**src/rtl/sbr_pkg.sv**
```systemverilog
package sbr_pkg;
  localparam int WORD_W = 32;

  localparam logic [8:0] OFS_GIE  = 9'h01C;
  localparam logic [8:0] OFS_ISR  = 9'h020;
  localparam logic [8:0] OFS_IER  = 9'h028;
  localparam logic [8:0] OFS_CTRL = 9'h100;
  localparam logic [8:0] OFS_FIFO = 9'h104;
  localparam logic [8:0] OFS_OCC  = 9'h108;

  typedef logic [WORD_W-1:0] word_t;

  typedef enum logic [2:0] {
    SEL_NONE,
    SEL_GIE,
    SEL_ISR,
    SEL_IER,
    SEL_CTRL,
    SEL_FIFO,
    SEL_OCC
  } reg_sel_e;

  function automatic reg_sel_e decode_sel(input logic [8:2] wa);
    reg_sel_e s;
    s = SEL_NONE;
    if (wa == OFS_GIE[8:2])  s = SEL_GIE;
    if (wa == OFS_ISR[8:2])  s = SEL_ISR;
    if (wa == OFS_IER[8:2])  s = SEL_IER;
    if (wa == OFS_CTRL[8:2]) s = SEL_CTRL;
    if (wa == OFS_FIFO[8:2]) s = SEL_FIFO;
    if (wa == OFS_OCC[8:2])  s = SEL_OCC;
    return s;
  endfunction
endpackage

```
**src/rtl/sbr_sample_fifo.sv**
```systemverilog
module sbr_sample_fifo #(
  parameter int DATA_W = 8,
  parameter int DEPTH  = 16,
  localparam int PTR_W = (DEPTH > 1) ? $clog2(DEPTH) : 1,
  localparam int CNT_W = $clog2(DEPTH + 1)
) (
  input  logic              clk,
  input  logic              rst,
  input  logic              push,
  input  logic [DATA_W-1:0] push_data,
  input  logic              pop,
  output logic [DATA_W-1:0] q,
  output logic [CNT_W-1:0]  count,
  output logic              empty,
  output logic              full
);
  logic [DATA_W-1:0] mem [DEPTH];
  logic [PTR_W-1:0]  wr_ptr, rd_ptr;
  logic              do_push, do_pop;

  assign empty   = (count == '0);
  assign full    = (count == CNT_W'(DEPTH));
  assign do_pop  = pop & ~empty;
  assign do_push = push & (~full | do_pop);

  function automatic logic [PTR_W-1:0] next_ptr(input logic [PTR_W-1:0] p);
    return (p == PTR_W'(DEPTH - 1)) ? '0 : p + 1'b1;
  endfunction

  // storage without reset so that a block RAM can hold it
  always_ff @(posedge clk) begin
    if (do_push) mem[wr_ptr] <= push_data;
  end

  always_ff @(posedge clk) begin
    if (do_pop) q <= mem[rd_ptr];
  end

  always_ff @(posedge clk) begin
    if (rst) begin
      wr_ptr <= '0;
      rd_ptr <= '0;
      count  <= '0;
    end else begin
      if (do_push) wr_ptr <= next_ptr(wr_ptr);
      if (do_pop)  rd_ptr <= next_ptr(rd_ptr);
      case ({do_push, do_pop})
        2'b10:   count <= count + 1'b1;
        2'b01:   count <= count - 1'b1;
        default: count <= count;
      endcase
    end
  end


  cnt_range_chk: assert property (@(posedge clk) disable iff (rst)
    count <= CNT_W'(DEPTH)) else $error("count above depth");


  full_drop_chk: assert property (@(posedge clk) disable iff (rst)
    (full && push && !pop) |=> full) else $error("full push changed count");


  full_swap_chk: assert property (@(posedge clk) disable iff (rst)
    (full && push && pop) |=> full) else $error("push with pop on full lost a slot");
endmodule

```
**src/rtl/sbr_irq_unit.sv**
```systemverilog
module sbr_irq_unit (
  input  logic clk,
  input  logic rst,
  input  logic gie_wr,
  input  logic gie_val,
  input  logic ier_wr,
  input  logic ier_val,
  input  logic stat_toggle,
  input  logic level_src,
  output logic gie_q,
  output logic ier_q,
  output logic stat_q,
  output logic irq
);
  always_ff @(posedge clk) begin
    if (rst) begin
      gie_q  <= 1'b0;
      ier_q  <= 1'b0;
      stat_q <= 1'b0;
      irq    <= 1'b0;
    end else begin
      if (gie_wr) gie_q <= gie_val;
      if (ier_wr) ier_q <= ier_val;
      stat_q <= (stat_q ^ stat_toggle) | level_src;
      irq    <= gie_q & ier_q & stat_q;
    end
  end


  stat_set_chk: assert property (@(posedge clk) disable iff (rst)
    level_src |=> stat_q) else $error("status not set by pending data");


  stat_hold_chk: assert property (@(posedge clk) disable iff (rst)
    (!level_src && !stat_toggle) |=> $stable(stat_q)) else $error("status changed without cause");


  irq_src_chk: assert property (@(posedge clk) disable iff (rst)
    irq |-> ($past(stat_q) && $past(gie_q) && $past(ier_q))) else $error("irq without enabled source");
endmodule

```
**src/rtl/sample_buffer_regs.sv**
```systemverilog
module sample_buffer_regs
  import sbr_pkg::*;
#(
  parameter int SAMPLE_W = 8,
  parameter int DEPTH    = 16,
  parameter int FSTM_W   = 4,
  parameter int ADDR_W   = 9,
  localparam int CNT_W   = $clog2(DEPTH + 1)
) (
  input  logic                clk,
  input  logic                rst,
  input  logic                bus_req,
  input  logic                bus_we,
  input  logic [ADDR_W-1:0]   bus_addr,
  input  logic [31:0]         bus_wdata,
  input  logic [3:0]          bus_be,
  output logic [31:0]         bus_rdata,
  output logic                bus_ack,
  output logic                bus_err,
  input  logic                smp_valid,
  input  logic [SAMPLE_W-1:0] smp_data,
  output logic                conv_en,
  output logic [FSTM_W-1:0]   settle_mult,
  output logic                irq
);
  reg_sel_e          sel;
  logic              acc_rd, acc_wr;
  logic              pop_go, err_d;
  logic [SAMPLE_W-1:0] fifo_q;
  logic [CNT_W-1:0]  fifo_cnt;
  logic              fifo_empty, fifo_full;
  logic              gie_q, ier_q, stat_q;
  logic              fifo_rd_q;
  word_t             rd_mux, rdata_q;
  logic              unused_bits;

  assign sel    = decode_sel(bus_addr[8:2]);
  assign acc_rd = bus_req & ~bus_we;
  assign acc_wr = bus_req & bus_we;
  assign pop_go = acc_rd & (sel == SEL_FIFO) & ~fifo_empty;
  assign err_d  = acc_rd & (sel == SEL_FIFO) & fifo_empty;
  assign unused_bits = ^{bus_wdata, bus_be, bus_addr};

  sbr_sample_fifo #(.DATA_W(SAMPLE_W), .DEPTH(DEPTH)) u_fifo (
    .clk       (clk),
    .rst       (rst),
    .push      (smp_valid),
    .push_data (smp_data),
    .pop       (pop_go),
    .q         (fifo_q),
    .count     (fifo_cnt),
    .empty     (fifo_empty),
    .full      (fifo_full)
  );

  sbr_irq_unit u_irq (
    .clk         (clk),
    .rst         (rst),
    .gie_wr      (acc_wr & (sel == SEL_GIE) & bus_be[3]),
    .gie_val     (bus_wdata[31]),
    .ier_wr      (acc_wr & (sel == SEL_IER) & bus_be[0]),
    .ier_val     (bus_wdata[0]),
    .stat_toggle (acc_wr & (sel == SEL_ISR) & bus_be[0] & bus_wdata[0]),
    .level_src   (~fifo_empty),
    .gie_q       (gie_q),
    .ier_q       (ier_q),
    .stat_q      (stat_q),
    .irq         (irq)
  );

  // control register: enable in the top lane, multiplier in the bottom lane
  always_ff @(posedge clk) begin
    if (rst) begin
      conv_en     <= 1'b0;
      settle_mult <= '0;
    end else if (acc_wr && sel == SEL_CTRL) begin
      if (bus_be[3]) conv_en     <= bus_wdata[31];
      if (bus_be[0]) settle_mult <= bus_wdata[FSTM_W-1:0];
    end
  end

  always_comb begin
    rd_mux = '0;
    case (sel)
      SEL_GIE:  rd_mux[31] = gie_q;
      SEL_ISR:  rd_mux[0]  = stat_q;
      SEL_IER:  rd_mux[0]  = ier_q;
      SEL_CTRL: begin
        rd_mux[31]         = conv_en;
        rd_mux[FSTM_W-1:0] = settle_mult;
      end
      SEL_OCC:  rd_mux[CNT_W-1:0] = fifo_cnt;
      default:  rd_mux = '0;
    endcase
  end

  always_ff @(posedge clk) begin
    if (rst) begin
      bus_ack   <= 1'b0;
      bus_err   <= 1'b0;
      fifo_rd_q <= 1'b0;
      rdata_q   <= '0;
    end else begin
      bus_ack   <= bus_req;
      bus_err   <= err_d;
      fifo_rd_q <= pop_go;
      rdata_q   <= acc_rd ? rd_mux : '0;
    end
  end

  assign bus_rdata = fifo_rd_q ? {{(32-SAMPLE_W){1'b0}}, fifo_q} : rdata_q;


  ack_follow_chk: assert property (@(posedge clk) disable iff (rst)
    bus_req |=> bus_ack) else $error("request not acknowledged");


  ack_idle_chk: assert property (@(posedge clk) disable iff (rst)
    !bus_req |=> !bus_ack) else $error("ack without request");


  err_empty_chk: assert property (@(posedge clk) disable iff (rst)
    (acc_rd && sel == SEL_FIFO && fifo_empty) |=> (bus_err && bus_ack)) else $error("empty read not flagged");


  err_ack_chk: assert property (@(posedge clk) disable iff (rst)
    bus_err |-> bus_ack) else $error("error without ack");
endmodule

```
**config.mk**
```make
export PLATFORM = sky130hd
export DESIGN_NAME = sample_buffer_regs
export DESIGN_NICKNAME = d
export VERILOG_FILES = /design/src/rtl/sbr_pkg.sv /design/src/rtl/sbr_sample_fifo.sv /design/src/rtl/sbr_irq_unit.sv /design/src/rtl/sample_buffer_regs.sv
export SDC_FILE = /design/constraint.sdc
export NUM_CORES = 1
export LEC_CHECK = 0
export BUFFER_PORTS_ARGS = -buffer_cell sky130_fd_sc_hd__buf_2
export CORE_MARGIN = 2
export CORE_UTILIZATION = 54
export DETAILED_ROUTE_END_ITERATION = 10
export MAX_ROUTING_LAYER = met4
export PLACE_DENSITY = 0.8
export SLEW_MARGIN = 5
export SYNTH_ARGS = -nofsm -noshare
export SYNTH_HDL_FRONTEND = slang
export SYNTH_SLANG_ARGS = --single-unit
```
**constraint.sdc**
```tcl
create_clock -name clk -period 3.9 [get_ports clk]
set_input_delay 0.39 -clock clk [delete_from_list [all_inputs] [get_ports clk]]
set_output_delay 0.39 -clock clk [all_outputs]
set_load 0.005 [all_outputs]
```
==> results.txt, run 1 <==
Synthesized cell area: 0.00705 mm^2
CP startpoint kind: flip-flop
Clock Skew: 0.00904 ns
DP Worst Slack: 0.524 ns
Hold slack: 0.210 ns
Average size of a mapped cell: 15.9 um^2
Diodes inserted: 0
DR DRC count: 0
Fmax: 293 MHz
CTS buffer count: 17
Cts repair resizes: 0
P per Cell Area: 491 mW/mm^2
Vias: 3,932
Pleak: 2.77 nW
Post-Syn Instances: 443
WP buf/inv: 2
CTS Sinks: 167
Required time of the critical path: 4.20 ns
Largest delay contributor family on the critical path: simple AND/OR/NAND/NOR gates
Die Y: 118 um
Initial core utilization: 0.557
CP Cell Sequence: or4_4 > a311o_2 > and2_4 > inv_1 > ha_1 > inv_1 > fa_1 > nand2b_1 > a21oi_1 > mux2i_1 > mux2_2
Total Routing Usage GR: 0.211
Critical Path Slowest Stage Cell: or4_4
CP max stage delay: 0.58 ns
Final net count: 559
Via density: 5.82
PortBufs: 43
Detail Route Antenna Nets: 0
Final hold vios: 0
Synth cell types: 48
Setup bufs post-CTS: 0
Post-route setup TNS: 0 ns
Ys flop type: edfxtp_1
Vias in the first global route: 4,001
Area Overhead vs Synth: 13.7%
RSZ-0062 raised after global routing: false
EDFF count, synth: 136
Hold buffer count at CTS: 0
Worst Hold Class: primary input to flip-flop
WP data arrival: 3.71 ns
Worst Tran Pin Value: 0.945 ns
Placed cells: 644
Initial DRC Count: 346
Placement Cell Area: 0.00736 mm^2
Layout cells sized above 1: 0.266
Clk_lat worst skew: 0.42 ns
Chip width: 118 um
Status: complete, no violations
DR WL/cell: 20.1 um
Peak supply drop: 0.403 mV
Global route overflow: 0
Pin count of the biggest net entering global routing: 28
Final cell count without fillers: 676
Crit end category: flip-flop
Final Cell Area: 0.00802 mm^2
Pins over their slew limit: 0
Asr flop ratio synth: 0
Final HPWL DP: 8.94 mm
Part of the Yosys area used for sequential elements: 0.667
CTS H-tree lvls: 4
CP max FO: 8
Most common cell in the netlist: edfxtp_1
Ports: 98
Critical path's most frequent cell: inv_1
CTS tree: built
Endpoints failing setup: 0
Final Wtd Congestion: 0.911
Initial antenna violation count: 0
DRT Pass-1 Iters: 5
Share of the synthesized area in the top cell type: 0.579
Total wire length: 13.6 mm
Number of max-cap violations: 0
Final worst path period need: 3.41 ns
Worst slew margin: 0.368
First-pass GRT wire length: 21.3 mm
Clk root buf: clkbuf_16
Die area: 0.0140 mm^2
Core area: 0.0127 mm^2
Standard-cell row count: 41
Clock Tree Buf Depth: 2
Yosys top cell by area: edfxtp_1
Clock transition at path regs: 0.06 ns
Top post-synthesis cells by area: edfxtp_1 (58%), mux4_2 (10%), dfxtp_1 (8.8%), mux2i_1 (3.0%), buf_4 (2.8%)
Fin crit share: 0.874
Worst Setup Path Type: flip-flop to flip-flop
Synth top cells by count: edfxtp_1 (136), nor2_1 (39), mux4_2 (32)
Post-route setup slack: 0.493 ns
Seq cells post-synth: 167
Synth warnings: 0
FILL cells: 874
report_power, final:
group	leakage, nW	switching, mW	internal (mW)
combinational	0.978	0.0872	0.0485
clock	0.317	0.650	1.20
sequential	1.48	0.0107	1.95
total	2.77	0.748	3.19
cells by family after synthesis:
group | Yosys count | synth area share
AOI/OAI and AO/OA | 40 | 0.0396
xor gates and xnor gates | 3 | 0.00373
adders and majority gates | 10 | 0.0188
buffers and inverters | 58 | 0.0470
DFF | 167 | 0.667
muxes | 60 | 0.143
other | 1 | 0.000532
and+or+nand+nor | 104 | 0.0800
sequential cells by signal (all words and copies together), names as in the netlist:
signal         flops
u_fifo.mem       128
u_fifo.q           8
rdata_q            6
u_fifo.count       5
settle_mult        4
u_fifo.rd_ptr      4
u_fifo.wr_ptr      4
bus_ack            1
bus_err            1
conv_en            1
fifo_rd_q          1
u_irq.gie_q        1
u_irq.ier_q        1
u_irq.irq          1
u_irq.stat_q       1
stage by stage:
stage	util	power, mW
final	0.633	3.94
after floorplan	-	2.09
after global routing	0.633	4.04
after global placement	0.581	2.12
after detailed placement	0.581	2.13
after CTS	0.633	3.96
path summary, 6_finish.rpt:
kind | start | end | slack [ns] | depth (start not counted)
setup / recovery | u_fifo.count[0]$_SDFFE_PP0P_ | u_fifo.count[4]$_SDFFE_PP0P_ | 0.49 | 11
hold / removal | bus_wdata[1] | settle_mult[1]$_SDFFE_PP0P_ | 0.21 | 3
setup reg to reg | u_fifo.count[0]$_SDFFE_PP0P_ | u_fifo.count[4]$_SDFFE_PP0P_ | 0.49 | 11
hold reg to reg | u_irq.ier_q$_SDFFE_PP0P_ | u_irq.ier_q$_SDFFE_PP0P_ | 0.52 | 2
worst register-to-register path, stage by stage (launching register included):
cell	delay, ns
dfxtp_1	0.36
or4_4	0.58
a311o_2	0.46
and2_4	0.21
inv_1	0.05
ha_1	0.24
inv_1	0.09
fa_1	0.41
nand2b_1	0.17
a21oi_1	0.17
mux2i_1	0.22
mux2_2	0.34
cell usage in the layout (no fill, tap or decap), types with 9 or more instances in the layout:
cell       Yosys  layout
a21oi_1       19      19
clkbuf_16      0      17
buf_2          1      43
mux4_2        32      32
edfxtp_1     136     136
conb_1         1      23
dfxtp_1       31      30
nor2b_1       12      12
inv_1         11      11
mux2i_1       21      21
nor2_1        39      39
buf_4         26      11
nor3_1         9       9
ha_1           9       9
routing by layer:
| layer | routed length [um] | share of wire | up-vias | track usage |
|---|---|---|---|---|
| met5 | 0 | 0 | - | - |
| met4 | 453 | 0.033 | 0 | 0.113 |
| met3 | 1030 | 0.076 | 38 | 0.0531 |
| met2 | 6770 | 0.50 | 205 | 0.335 |
| met1 | 5350 | 0.39 | 1936 | 0.249 |
| li1 | - | - | 1753 | - |
final cells by class:
| type | instances | area (um^2) | share of cell area |
|---|---|---|---|
| tap | 172 | 215 | 0.0268 |
| sequential | 167 | 4710 | 0.587 |
| multi-input combinational | 240 | 2100 | 0.262 |
| clock inverter | 14 | 230 | 0.0287 |
| clock buffer | 18 | 429 | 0.0535 |
| timing repair buffer | 54 | 298 | 0.0371 |
| inverter | 11 | 41.3 | 0.00515 |
Note: power is estimated with default switching activity, not from simulation.
==> run 2, diff against run 1 <==
--- a/config.mk
+++ b/config.mk
@@ -8,6 +8,7 @@
 export BUFFER_PORTS_ARGS = -buffer_cell sky130_fd_sc_hd__buf_2
 export CORE_MARGIN = 2
 export CORE_UTILIZATION = 54
+export CTS_BUF_LIST = sky130_fd_sc_hd__clkbuf_16
 export DETAILED_ROUTE_END_ITERATION = 10
 export MAX_ROUTING_LAYER = met4
 export PLACE_DENSITY = 0.8
==> run 2 against run 1 <==
  * Highest routed layer unchanged
  * Clock power is essentially flat
  * Die area unchanged
  * Largest power group unchanged
  * Clock-buffer cell count is 1 lower
  * Wire length stayed put
  * Critical path depth stayed put
  * Sequential power hardly changed
  * Largest cell class unchanged
  * First-iteration DRC count unchanged
  * Core utilization did not move
  * Sequential cell count unchanged
==> results.txt, run 2 (synthesis gave the netlist of run 1 again) <==
Biggest regs: u_fifo.mem x128, u_fifo.q x8, rdata_q x6 (unchanged)
Clk root buf: clkbuf_16 (unchanged)
Worst Tran Pin Value: 0.945 ns (unchanged)
Detail Route Antenna Nets: 0 (unchanged)
Status: complete, no violations (unchanged)
Peak supply drop: 0.403 mV (unchanged)
Required time of the critical path: 4.20 ns (about the same)
Chip width: 118 um (unchanged)
First-pass GRT wire length: 21.3 mm (unchanged)
Die area: 0.0140 mm^2 (unchanged)
FILL cells: 874 (unchanged)
CP max FO: 8 (unchanged)
Pins over their slew limit: 0 (unchanged)
Initial core utilization: 0.557 (unchanged)
Post-route setup TNS: 0 ns (unchanged)
Layout cells sized above 1: 0.266 (unchanged)
Overall power: 3.94 mW (about the same)
Final net count: 559 (unchanged)
Total wire length: 13.6 mm (unchanged)
Max FFs per register: 128 (unchanged)
Pin count of the biggest net entering global routing: 28 (unchanged)
Clk_lat worst skew: 0.42 ns (about the same)
Clock Skew: 0.00904 ns (unchanged)
Hold buffer count at CTS: 0 (unchanged)
Number of max-cap violations: 0 (unchanged)
Clock transition at path regs: 0.06 ns (about the same)
WP data arrival: 3.71 ns (about the same)
Commonest non-fill, non-tap cells in the layout: edfxtp_1 (136), buf_2 (43), nor2_1 (39) (unchanged)
Top reg by flops: u_fifo.mem (unchanged)
Area Overhead vs Synth: 13.7% (unchanged)
Clock Tree Buf Depth: 2 (unchanged)
P per Cell Area: 491 mW/mm^2 (about the same)
Commonest non-fill, non-tap cell in the layout: edfxtp_1 (unchanged)
Final worst path period need: 3.41 ns (unchanged)
Worst slew margin: 0.368 (unchanged)
CTS tree: built (unchanged)
Placed cells: 644 (unchanged)
Worst Setup Path Type: flip-flop to flip-flop (unchanged)
Core area: 0.0127 mm^2 (unchanged)
CTS H-tree lvls: 4 (unchanged)
RSZ-0062 raised after global routing: false (unchanged)
PortBufs: 43 (unchanged)
Final HPWL DP: 8.94 mm (unchanged)
DRT Pass-1 Iters: 5 (unchanged)
Endpoints failing setup: 0 (unchanged)
Fin crit share: 0.874 (unchanged)
DR DRC count: 0 (unchanged)
Cts repair resizes: 0 (unchanged)
Hold slack: 0.210 ns (unchanged)
Ports: 98 (unchanged)
CTS buffer count: 17 (unchanged)
Total Routing Usage GR: 0.211 (unchanged)
Worst Hold Class: primary input to flip-flop (unchanged)
Crit end category: flip-flop (unchanged)
Pleak: 2.78 nW (was 2.77 nW)
Standard-cell row count: 41 (unchanged)
Initial antenna violation count: 0 (unchanged)
Initial DRC Count: 346 (unchanged)
Global route overflow: 0 (unchanged)
Fmax: 293 MHz (unchanged)
Setup bufs post-CTS: 0 (unchanged)
Final hold vios: 0 (unchanged)
Diodes inserted: 0 (unchanged)
CTS Sinks: 167 (unchanged)
Final Wtd Congestion: 0.911 (unchanged)
Final cell count without fillers: 676 (unchanged)
Via density: 5.82 (unchanged)
CP startpoint kind: flip-flop (unchanged)
DR WL/cell: 20.1 um (unchanged)
Vias: 3,932 (unchanged)
Die Y: 118 um (unchanged)
Vias in the first global route: 4,001 (unchanged)
run 2: power by group:
group | total (mW) | internal [mW] | switching [mW] | leakage, nW
sequential | 1.96 | 1.95 | 0.0107 | 1.48
combinational | 0.136 | 0.0485 | 0.0872 | 0.978
clock | 1.84 | 1.19 | 0.650 | 0.321
total | 3.94 | 3.19 | 0.748 | 2.78
run 2: routing by layer:
metal	vias up	GRT usage	wire [um]
li1	1753	-	-
met1	1936	0.249	5350
met2	205	0.335	6770
met3	38	0.0531	1030
met4	0	0.113	453
met5	-	-	0
run 2: per-stage QoR:
step	setup slack [ns]	area [um^2]	util
3_3_place_gp	0.579	7360	0.581
6_report	0.493	8020	0.633
2_1_floorplan	0.750	7130	-
5_1_grt	0.321	8020	0.633
3_5_place_dp	0.524	7360	0.581
4_1_cts	0.519	8020	0.633
run 2: layout make-up:
| type | instances | area, um^2 | share of cell area |
|---|---|---|---|
| multi-input combinational | 240 | 2100 | 0.262 |
| clock buffer | 17 | 425 | 0.0531 |
| sequential | 167 | 4710 | 0.587 |
| inverter | 11 | 41.3 | 0.00515 |
| timing repair buffer | 54 | 298 | 0.0371 |
| tap | 172 | 215 | 0.0268 |
| clock inverter | 15 | 234 | 0.0292 |
run 2: final timing paths:
kind | slack, ns | endpoint | start | cells after the start
worst max-delay path | 0.49 | u_fifo.count[4]$_SDFFE_PP0P_ | u_fifo.count[0]$_SDFFE_PP0P_ | 11
worst min-delay path | 0.21 | settle_mult[1]$_SDFFE_PP0P_ | bus_wdata[1] | 3
worst max register to register | 0.49 | u_fifo.count[4]$_SDFFE_PP0P_ | u_fifo.count[0]$_SDFFE_PP0P_ | 11
worst min register to register | 0.52 | u_irq.ier_q$_SDFFE_PP0P_ | u_irq.ier_q$_SDFFE_PP0P_ | 2
run 2: worst max-delay path: stages, from the launching register on:
cell and delay, ns:
dfxtp_1 0.36, or4_4 0.58, a311o_2 0.46, and2_4 0.21, inv_1 0.05, ha_1 0.24, inv_1 0.09, fa_1 0.41
nand2b_1 0.17, a21oi_1 0.17, mux2i_1 0.22, mux2_2 0.34
